[src/rtl/cpu_io_dec_pkg.sv]
package cpu_io_dec_pkg;

  localparam int IO_LOW_W = 16;

  typedef enum logic [3:0] {
    TGT_CFG = 4'b0001,
    TGT_GFX = 4'b0010,
    TGT_AGP = 4'b0100,
    TGT_HUB = 4'b1000
  } io_tgt_e;

  typedef struct packed {
    logic [IO_LOW_W-1:0] lo;
    logic [IO_LOW_W-1:0] hi;
  } io_span_t;

  // element [1] is the upper concatenation half
  localparam io_span_t [1:0] GFX_SPANS = {16'h03C0, 16'h03DF, 16'h03B0, 16'h03BB};
  localparam io_span_t [1:0] IDE_SPANS = {16'h01F0, 16'h01F7, 16'h0170, 16'h0177};

endpackage

[src/rtl/io_span_hit.sv]
module io_span_hit
  import cpu_io_dec_pkg::*;
#(
  parameter int N = 2,
  parameter io_span_t [N-1:0] SPANS = '0
) (
  input  logic [IO_LOW_W-1:0] addr,
  output logic                hit
);

  logic [N-1:0] each;

  for (genvar i = 0; i < N; i++) begin : g_span
    assign each[i] = (addr >= SPANS[i].lo) && (addr <= SPANS[i].hi);
  end

  assign hit = |each;

endmodule

[src/rtl/io_win_regs.sv]
module io_win_regs #(
  parameter int WIN_W = 4
) (
  input  logic             clk,
  input  logic             rst_n,
  input  logic             wr_en,
  input  logic             wr_sel,
  input  logic [WIN_W-1:0] wr_data,
  output logic [WIN_W-1:0] base,
  output logic [WIN_W-1:0] limit,
  output logic             win_on
);

  always_ff @(posedge clk) begin
    if (!rst_n) begin
      base  <= '1;
      limit <= '0;
    end else if (wr_en) begin
      if (wr_sel) limit <= wr_data;
      else        base  <= wr_data;
    end
  end

  assign win_on = (base <= limit);

  p_wr_base_r11: assert property (@(posedge clk) disable iff (!rst_n)
    wr_en && !wr_sel |=> base == $past(wr_data));

  p_wr_limit_r11: assert property (@(posedge clk) disable iff (!rst_n)
    wr_en && wr_sel |=> limit == $past(wr_data));

  p_reg_hold_r11: assert property (@(posedge clk) disable iff (!rst_n)
    !wr_en |=> $stable(base) && $stable(limit));

endmodule

[src/rtl/io_target_sel.sv]
module io_target_sel
  import cpu_io_dec_pkg::*;
#(
  parameter int ADDR_W = 17,
  parameter int LEN_W  = 3,
  parameter int WIN_W  = 4,
  parameter logic [ADDR_W-2:0] CFG_ADDR_PORT = 16'h0CF8,
  parameter logic [ADDR_W-2:0] CFG_DATA_PORT = 16'h0CFC
) (
  input  logic [ADDR_W-1:0] addr,
  input  logic [LEN_W-1:0]  len,
  input  logic              wr,
  input  logic              gfx_en,
  input  logic [WIN_W-1:0]  base,
  input  logic [WIN_W-1:0]  limit,
  input  logic              win_on,
  output io_tgt_e           tgt,
  output logic              post_ok,
  output logic              wrap
);

  localparam int LOW_AW   = ADDR_W - 1;
  localparam int PAGE_LSB = LOW_AW - WIN_W;
  localparam int RW       = LOW_AW + 1;
  localparam int SPAN     = 1 << LOW_AW;

  logic [LOW_AW-1:0] lo;
  logic              above;
  logic [WIN_W-1:0]  page;
  logic              cfg_hit, gfx_span, ide_span, gfx_hit, agp_hit;
  logic [RW-1:0]     reach;

  assign lo    = addr[LOW_AW-1:0];
  assign above = addr[ADDR_W-1];
  assign page  = lo[LOW_AW-1:PAGE_LSB];

  io_span_hit #(.N(2), .SPANS(GFX_SPANS)) u_gfx_span (.addr(lo), .hit(gfx_span));
  io_span_hit #(.N(2), .SPANS(IDE_SPANS)) u_ide_span (.addr(lo), .hit(ide_span));

  assign cfg_hit = !above &&
                   (((lo == CFG_ADDR_PORT) && (len == LEN_W'(4))) ||
                    (lo[LOW_AW-1:2] == CFG_DATA_PORT[LOW_AW-1:2]));
  assign gfx_hit = !above && gfx_en && gfx_span;
  assign agp_hit = !above && win_on && (page >= base) && (page <= limit);

  always_comb begin
    if (cfg_hit)      tgt = TGT_CFG;
    else if (gfx_hit) tgt = TGT_GFX;
    else if (agp_hit) tgt = TGT_AGP;
    else              tgt = TGT_HUB;
  end

  assign post_ok = wr && !(ide_span && !above);
  assign reach   = {1'b0, lo} + RW'(len);
  assign wrap    = reach > RW'(SPAN);

endmodule

[src/rtl/cpu_io_decoder.sv]
module cpu_io_decoder
  import cpu_io_dec_pkg::*;
#(
  parameter int ADDR_W = 17,
  parameter int LEN_W  = 3,
  parameter int WIN_W  = 4,
  parameter logic [ADDR_W-2:0] CFG_ADDR_PORT = 16'h0CF8,
  parameter logic [ADDR_W-2:0] CFG_DATA_PORT = 16'h0CFC
) (
  input  logic              clk,
  input  logic              rst_n,
  input  logic              cyc_valid,
  output logic              cyc_ready,
  input  logic [ADDR_W-1:0] cyc_addr,
  input  logic [LEN_W-1:0]  cyc_len,
  input  logic              cyc_write,
  input  logic              gfx_en,
  input  logic              win_wr_en,
  input  logic              win_wr_sel,
  input  logic [WIN_W-1:0]  win_wr_data,
  output logic              dec_valid,
  input  logic              dec_ready,
  output logic [3:0]        dec_target,
  output logic [ADDR_W-1:0] dec_addr,
  output logic              dec_write,
  output logic              dec_post_ok,
  output logic              dec_wrap
);

  localparam int LOW_AW = ADDR_W - 1;

  logic [WIN_W-1:0] base, limit;
  logic             win_on;
  io_tgt_e          tgt_d;
  logic             post_d, wrap_d;
  logic             take;

  io_win_regs #(.WIN_W(WIN_W)) u_regs (
    .clk    (clk),
    .rst_n  (rst_n),
    .wr_en  (win_wr_en),
    .wr_sel (win_wr_sel),
    .wr_data(win_wr_data),
    .base   (base),
    .limit  (limit),
    .win_on (win_on)
  );

  io_target_sel #(
    .ADDR_W(ADDR_W), .LEN_W(LEN_W), .WIN_W(WIN_W),
    .CFG_ADDR_PORT(CFG_ADDR_PORT), .CFG_DATA_PORT(CFG_DATA_PORT)
  ) u_sel (
    .addr   (cyc_addr),
    .len    (cyc_len),
    .wr     (cyc_write),
    .gfx_en (gfx_en),
    .base   (base),
    .limit  (limit),
    .win_on (win_on),
    .tgt    (tgt_d),
    .post_ok(post_d),
    .wrap   (wrap_d)
  );

  assign cyc_ready = !dec_valid || dec_ready;
  assign take      = cyc_valid && cyc_ready;

  always_ff @(posedge clk) begin
    if (!rst_n) begin
      dec_valid   <= 1'b0;
      dec_target  <= '0;
      dec_addr    <= '0;
      dec_write   <= 1'b0;
      dec_post_ok <= 1'b0;
      dec_wrap    <= 1'b0;
    end else if (take) begin
      dec_valid   <= 1'b1;
      dec_target  <= tgt_d;
      dec_addr    <= cyc_addr;
      dec_write   <= cyc_write;
      dec_post_ok <= post_d;
      dec_wrap    <= wrap_d;
    end else if (dec_ready) begin
      dec_valid   <= 1'b0;
    end
  end

  p_onehot_r2: assert property (@(posedge clk) disable iff (!rst_n)
    dec_valid |-> $onehot(dec_target));

  p_hold_r10: assert property (@(posedge clk) disable iff (!rst_n)
    dec_valid && !dec_ready |=> dec_valid && $stable(dec_addr) && $stable(dec_target)
      && $stable(dec_write) && $stable(dec_post_ok) && $stable(dec_wrap));

  p_stall_r10: assert property (@(posedge clk) disable iff (!rst_n)
    dec_valid && !dec_ready |-> !cyc_ready);

  p_fwd_addr_r7: assert property (@(posedge clk) disable iff (!rst_n)
    cyc_valid && cyc_ready |=> dec_valid && dec_addr == $past(cyc_addr)
      && dec_write == $past(cyc_write));

  p_read_nopost_r8: assert property (@(posedge clk) disable iff (!rst_n)
    dec_valid && !dec_write |-> !dec_post_ok);

  p_a16_hub_r6: assert property (@(posedge clk) disable iff (!rst_n)
    dec_valid && dec_addr[ADDR_W-1] |-> dec_target == TGT_HUB);

  p_cfg_data_r3: assert property (@(posedge clk) disable iff (!rst_n)
    dec_valid && !dec_addr[ADDR_W-1] &&
    dec_addr[LOW_AW-1:2] == CFG_DATA_PORT[LOW_AW-1:2] |-> dec_target == TGT_CFG);

  p_gfx_off_r4: assert property (@(posedge clk) disable iff (!rst_n)
    take && !gfx_en |=> dec_target != TGT_GFX);

  p_win_off_r5: assert property (@(posedge clk) disable iff (!rst_n)
    take && !win_on |=> dec_target != TGT_AGP);

endmodule

[config.mk]
export PLATFORM = sky130hd
export DESIGN_NAME = cpu_io_decoder
export DESIGN_NICKNAME = d
export VERILOG_FILES = /design/src/rtl/cpu_io_dec_pkg.sv /design/src/rtl/io_span_hit.sv /design/src/rtl/io_win_regs.sv /design/src/rtl/io_target_sel.sv /design/src/rtl/cpu_io_decoder.sv
export SDC_FILE = /design/constraint.sdc
export NUM_CORES = 1
export LEC_CHECK = 0
export ABC_AREA = 1
export BUFFER_PORTS_ARGS = -buffer_cell sky130_fd_sc_hd__buf_2
export CAP_MARGIN = 20
export CORE_AREA = 2 2 82 65
export CTS_CLUSTER_DIAMETER = 150
export DETAILED_ROUTE_END_ITERATION = 12
export DIE_AREA = 0 0 84 67
export PLACE_DENSITY = 0.78
export REMOVE_ABC_BUFFERS = 1
export SLEW_MARGIN = 5
export SYNTH_ARGS = -nofsm -noshare
export SYNTH_HDL_FRONTEND = slang
export SYNTH_HIERARCHICAL = 1
export SYNTH_SLANG_ARGS = --single-unit
[constraint.sdc]
create_clock -name clk -period 2.4 [get_ports clk]
set_input_delay 0.36 -clock clk [delete_from_list [all_inputs] [get_ports clk]]
set_output_delay 0.36 -clock clk [all_outputs]
set_load 0.03 [all_outputs]
# --- Word-level counts from Yosys, hierarchy flattened ---
# Index checks and enable logic that the tools add are counted.
word_totals:
  ff_bits: 33
  in_bits: 32
  out_inout_bits: 26
  word_cells: 54
op_classes:
  addsub: 1
  magnitude_cmp: 12
  eq_ne: 3
  mux: 5
  bitwise_logic: 1
  reduce_logical: 24
op_table:
  columns: ["op", "n"]
  rows:
  - ["$ge A16 B10 Y1 const B", 2]
  - ["$ge A16 B9 Y1 const B", 2]
  - ["$le A16 B10 Y1 const B", 2]
  - ["$le A16 B9 Y1 const B", 2]
  - ["$add A16 B3 Y17", 1]
  - ["$gt A17 B17 Y1 const B", 1]
  - ["$eq A16 B12 Y1 const B", 1]
  - ["$eq A14 B10 Y1 const B", 1]
  - ["$logic_and A1 B1 Y1", 14]
  - ["$mux W4", 3]
  - ["$le A4 B4 Y1", 2]
  - ["$ge A4 B4 Y1", 1]
  - ["$reduce_and A2 Y1", 2]
  - ["$reduce_or A2 Y1", 2]
  - ["$eq A3 B3 Y1 const B", 1]
  - ["$logic_not A1 Y1", 3]
  - ["$logic_or A1 B1 Y1", 2]
  - ["$mux W1", 2]
  - ["$reduce_bool A2 Y1", 1]
  - ["$not A1 Y1", 1]

# --- Longest topological paths before layout ---
depth:
  ltp_word: 7
  ltp_mapped: 17
  depth_no_buf: 17

# --- Hierarchy ---
# The synthesis kept the hierarchy.
modules_own_cells:
  columns: ["mod", "n_inst", "cells_per_inst", "area_each_um2", "seq_area_each_um2"]
  rows:
  - ["cpu_io_decoder", 1, 162, 1143.6, 500.5]
  - ["io_target_sel", 1, 162, 847.1, 0.0]
  - ["io_win_regs", 1, 52, 387.9, 160.2]
  - ["io_span_hit (u_sel.u_gfx_span)", 1, 19, 78.8, 0.0]
  - ["io_span_hit (u_sel.u_ide_span)", 1, 15, 62.6, 0.0]

# --- Worst setup path after synthesis ---
# Ideal clock, no wire load.
synth_timing:
  kind: "input port to flip-flop"
  start: "input port cyc_addr[0]"
  end: "register dec_wrap"
  setup_time_ps: 115
  t_arrival_ps: 1884
  required_ps: 2285
  path_slack_ps: 400
  stages: 15
  n_path_buf: 0
  path_cell_list: "ha_1 fa_1 nand3_1 nand2_4 xor2_1 nor2_1 nand2_1 nor2_1 nand3_1 nand2_1 inv_1 inv_1 nand3_1 nand2_1 nor2_1"
synth_via:
  elab_chain_cells: 2
synth_lines:
  columns: ["item", "line_no", "rtl"]
  rows:
  - ["from (decl)", "cpu_io_decoder.sv:14", "input logic [ADDR_W-1:0] cyc_addr,"]
  - ["$add A16 B3 Y17", "io_target_sel.sv:54", "assign reach = {1'b0, lo} + RW'(len);"]
  - ["$gt A17 B17 Y1", "io_target_sel.sv:55", "assign wrap = reach > RW'(SPAN);"]
  - ["named net wrap_d", "cpu_io_decoder.sv:35", "logic post_d, wrap_d;"]
  - ["to (signal assigned)", "cpu_io_decoder.sv:82", "dec_wrap <= wrap_d;"]
  - ["to (decl)", "cpu_io_decoder.sv:27", "output logic dec_wrap"]
# The timed path passes the listed nets, and every way through them passes these cells.
# A chain may end at the register's enable or synchronous reset.

# --- Final worst setup path ---
# Same ends and word-level chain as after synthesis.

==> flow_results.org <==
** Run status
- Status :: finished clean

** Synthesis
- During synthesis, Yosys emitted a total of 6 warnings.
- Post-synth top area cell :: sky130_fd_sc_hd__dfxtp_1
- In this run, synthesis inferred 0 flip-flops with an integrated enable.
- Most area-consuming cells after synthesis :: sky130_fd_sc_hd__dfxtp_1, sky130_fd_sc_hd__nand2_1, sky130_fd_sc_hd__inv_1
- Summing every instance area after synthesis gives 2520 sq um.
- Top-area cell type share of the netlist area :: 0.262
- Synth Flop Type :: sky130_fd_sc_hd__dfxtp_1
- By instance count, the leading cell after synthesis is sky130_fd_sc_hd__nand2_1.
- Number of distinct library cells after synthesis :: 31
- Flip-flop and latch count after synthesis :: 33
- Post-Syn Area per Cell :: 6.15 sq um
- Most numerous cell types in the synthesized netlist :: sky130_fd_sc_hd__nand2_1, sky130_fd_sc_hd__inv_1, sky130_fd_sc_hd__nor2_1, sky130_fd_sc_hd__nand3_1, sky130_fd_sc_hd__dfxtp_1
- Syn Inst Count :: 410
- Synth async-reset ratio :: 0
- Proportion of synthesized chip area in sequential cells :: 0.262

** STA
- Tmin final :: 2010 ps
- Final hold viol count :: 0
- Max transition margin :: 0.597
- In the finished design, the share of the clock period the worst path needs comes to 0.838.
- Derived from the worst setup path, the maximum achievable clock frequency is 0.497 GHz.
- Number of pins with negative max-slew slack in the final report :: 0
- After routing, the total negative slack on setup checks comes to 0 ps.
- Skew final :: 14.7 ps
- Setup repair after global routing left no endpoint under its margin.
- At the pin with the least slew margin, the transition time is 605 ps.
- Setup violations remaining at the end of the flow were counted as 0.

** Floorplan
- The die is 84 microns wide.
- The total area inside the core boundary comes to 4760 sq um.
- Vert. Die Dim :: 67 microns
- Initial Util :: 0.529
- The die covers 5630 sq um.
- Pin placement for this block handled 58 I/O pins.
- Row count :: 22

** Cells and area
- Sequential cell area in the final layout :: 661 sq um
- Post-Layout Cell Count :: 523
- Area taken by multi-input logic gates :: 1500 sq um
- Proportion of layout cells with a drive suffix above 1 :: 0.199
- Final net count :: 511
- Signed area change from the synthesized netlist to the final layout :: 15.4%
- Fillers :: 477
- Number of antenna cells inserted :: 0

** Critical path
- WP data arrival :: 2210 ps
- Kind of start point of the critical path :: input pin
- CP Data Required Time :: 2600 ps
- Worst-path fanout max :: 9
- The worst setup path is captured at a flip-flop.
- The worst setup path is of the in2reg kind.

** Power
- IR analysis of the VDD net gives a maximum drop of 364 uV.
- Power spread over the standard cell area amounts to 504 nW/um^2.
- Total leakage power :: 1.64 nW

** Placement
- The count of buffers added on input and output ports is 57.
- Placer congestion estimate :: 0.934
- Count of placed standard cells including taps :: 516
- Detailed placement HPWL :: 4.69 mm

** CTS
- TritonCTS built the clock tree.
- The H-tree was split into 2 levels.
- The number of setup buffers added after CTS is 0.
- Root buffer cell :: sky130_fd_sc_hd__clkbuf_8
- The clock reaches the later pin of the worst-skew pair after 300 ps.
- Clock-pin slew was measured on the worst setup and hold paths at 80 ps.
- CTS buffer count :: 5
- Clock tree synthesis found a total of 33 sinks.
- Bufs on Longest Clock Path :: 2
- Cts-stage hold buffer count :: 0
- In this run, post-CTS repair resized a total of 0 instances.

** GRT
- Total routing resource utilization after global routing :: 0.241
- Number of global-route vias before repair :: 2501
- The first global-routing pass estimated 11.0 mm of wire.
- Overflow left after global routing :: 0
- Largest net degree at the start of global routing :: 50
- The initial antenna violation count is 0.

** Route
- After detailed routing, the number of remaining DRC violations is 0.
- The final route contains 2693 vias.
- Iteration count of the initial detailed-routing pass :: 5
- Mean number of vias per cell :: 5.15
- For this block, the routed nets add up to 6.29 mm of wire.
- In this run, the number of DRC markers left after iteration 0 of detailed routing was 153.
- Mean routed wirelength per cell :: 12.0 microns
- The detail route stage leaves a number of antenna-violating nets equal to 0.

** Run
- Max-cap violations in this run came to 0.

** Min path
- Hold crit path type :: in2reg
[metal layers]
layer / share of wire / wire (microns) / track usage
met5: 0 / 0 / 0
met4: 0.0080 / 50 / 0.0645
met3: 0.091 / 572 / 0.0570
met2: 0.43 / 2690 / 0.391
met1: 0.47 / 2980 / 0.322
[critical path: stages]
cell and delay, ps:
sky130_fd_sc_hd__buf_2 110, sky130_fd_sc_hd__ha_1 240, sky130_fd_sc_hd__fa_1 410, sky130_fd_sc_hd__nand3_1 150, sky130_fd_sc_hd__nand2_4 110, sky130_fd_sc_hd__nand3b_1 100, sky130_fd_sc_hd__nand2_1 70, sky130_fd_sc_hd__nor2_1 110
sky130_fd_sc_hd__nand2_1 50, sky130_fd_sc_hd__nor2_1 90, sky130_fd_sc_hd__nand3_1 80, sky130_fd_sc_hd__nand2_1 60, sky130_fd_sc_hd__inv_1 30, sky130_fd_sc_hd__inv_1 40, sky130_fd_sc_hd__nand3_1 60, sky130_fd_sc_hd__nand2_1 90
sky130_fd_sc_hd__nor2_1 40
[cells by family after synthesis]
group | count (synthesis) | synth area share
simple gates | 228 | 0.398
flops | 33 | 0.262
buf+inv | 88 | 0.143
xor+xnor | 2 | 0.00695
compound gates | 43 | 0.107
fa+ha+maj | 16 | 0.0824
[state kept, by name, indices dropped and copies added, names as in the netlist]
name          cells
u_regs/limit      4
dec_target        4
dec_addr         17
dec_wrap          1
dec_write         1
dec_valid         1
dec_post_ok       1
u_regs/base       4
[stage by stage]
stage / hold slack [ps] / setup slack [ps] / area [sq um] / power (mW) / util
after CTS: 298 / 402 / 2910 / 1.47 / 0.611
after floorplan: 444 / 334 / 2440 / 0.893 / -
after global placement: 460 / 164 / 2820 / 1.03 / 0.592
after detailed placement: 468 / 93.8 / 2820 / 1.04 / 0.592
final: 305 / 388 / 2910 / 1.47 / 0.611
after global routing: 337 / 191 / 2910 / 1.56 / 0.611
[final cells by class]
| cell class | instances | share of cell area |
|---|---|---|
| tap | 60 | 0.0258 |
| timing repair buffer | 60 | 0.106 |
| inverter | 74 | 0.0955 |
| clock buffer | 7 | 0.0297 |
| multi-input combinational | 289 | 0.516 |
| sequential | 33 | 0.227 |
[layout by cell type, fill, tap and decap left out]
cell,instances
sky130_fd_sc_hd__nand3b_1,3
sky130_fd_sc_hd__a21boi_0,2
sky130_fd_sc_hd__ha_1,15
sky130_fd_sc_hd__dfxtp_1,33
sky130_fd_sc_hd__nor2_2,3
sky130_fd_sc_hd__buf_4,3
sky130_fd_sc_hd__xor2_1,1
sky130_fd_sc_hd__clkbuf_1,1
sky130_fd_sc_hd__inv_1,72
sky130_fd_sc_hd__o21ai_0,2
sky130_fd_sc_hd__a32oi_1,1
sky130_fd_sc_hd__nand4_1,6
sky130_fd_sc_hd__clkbuf_8,6
sky130_fd_sc_hd__a21oi_2,10
sky130_fd_sc_hd__o21ai_1,4
sky130_fd_sc_hd__nor2_1,59
sky130_fd_sc_hd__or2_0,1
sky130_fd_sc_hd__xnor2_1,1
sky130_fd_sc_hd__nand2_4,1
sky130_fd_sc_hd__buf_2,57
sky130_fd_sc_hd__a21boi_1,1
sky130_fd_sc_hd__o211ai_1,1
sky130_fd_sc_hd__fa_1,1
sky130_fd_sc_hd__a31o_2,1
sky130_fd_sc_hd__and2_1,1
sky130_fd_sc_hd__nand3_1,48
sky130_fd_sc_hd__nor3_1,4
sky130_fd_sc_hd__nor2_4,3
sky130_fd_sc_hd__inv_2,2
sky130_fd_sc_hd__nand2_1,93
sky130_fd_sc_hd__nand2_2,6
sky130_fd_sc_hd__a21oi_1,21
[worst paths after layout]
| kind | start | to | slack [ps] | cells after the start |
|---|---|---|---|---|
| worst max-delay path | cyc_addr[0] | dec_wrap | 390 | 17 |
| worst min-delay path | win_wr_data[2] | u_regs/base[2] | 310 | 3 |
| worst max register to register | u_regs/limit[1] | dec_target[3] | 780 | 12 |
| worst min register to register | dec_addr[0] | dec_addr[0] | 480 | 2 |
[power breakdown]
group          switching (mW)  internal, mW
combinational           0.280         0.144
clock                   0.202         0.227
sequential             0.0241         0.589
total                   0.506         0.960
Note: power is estimated with default switching activity, not from simulation.
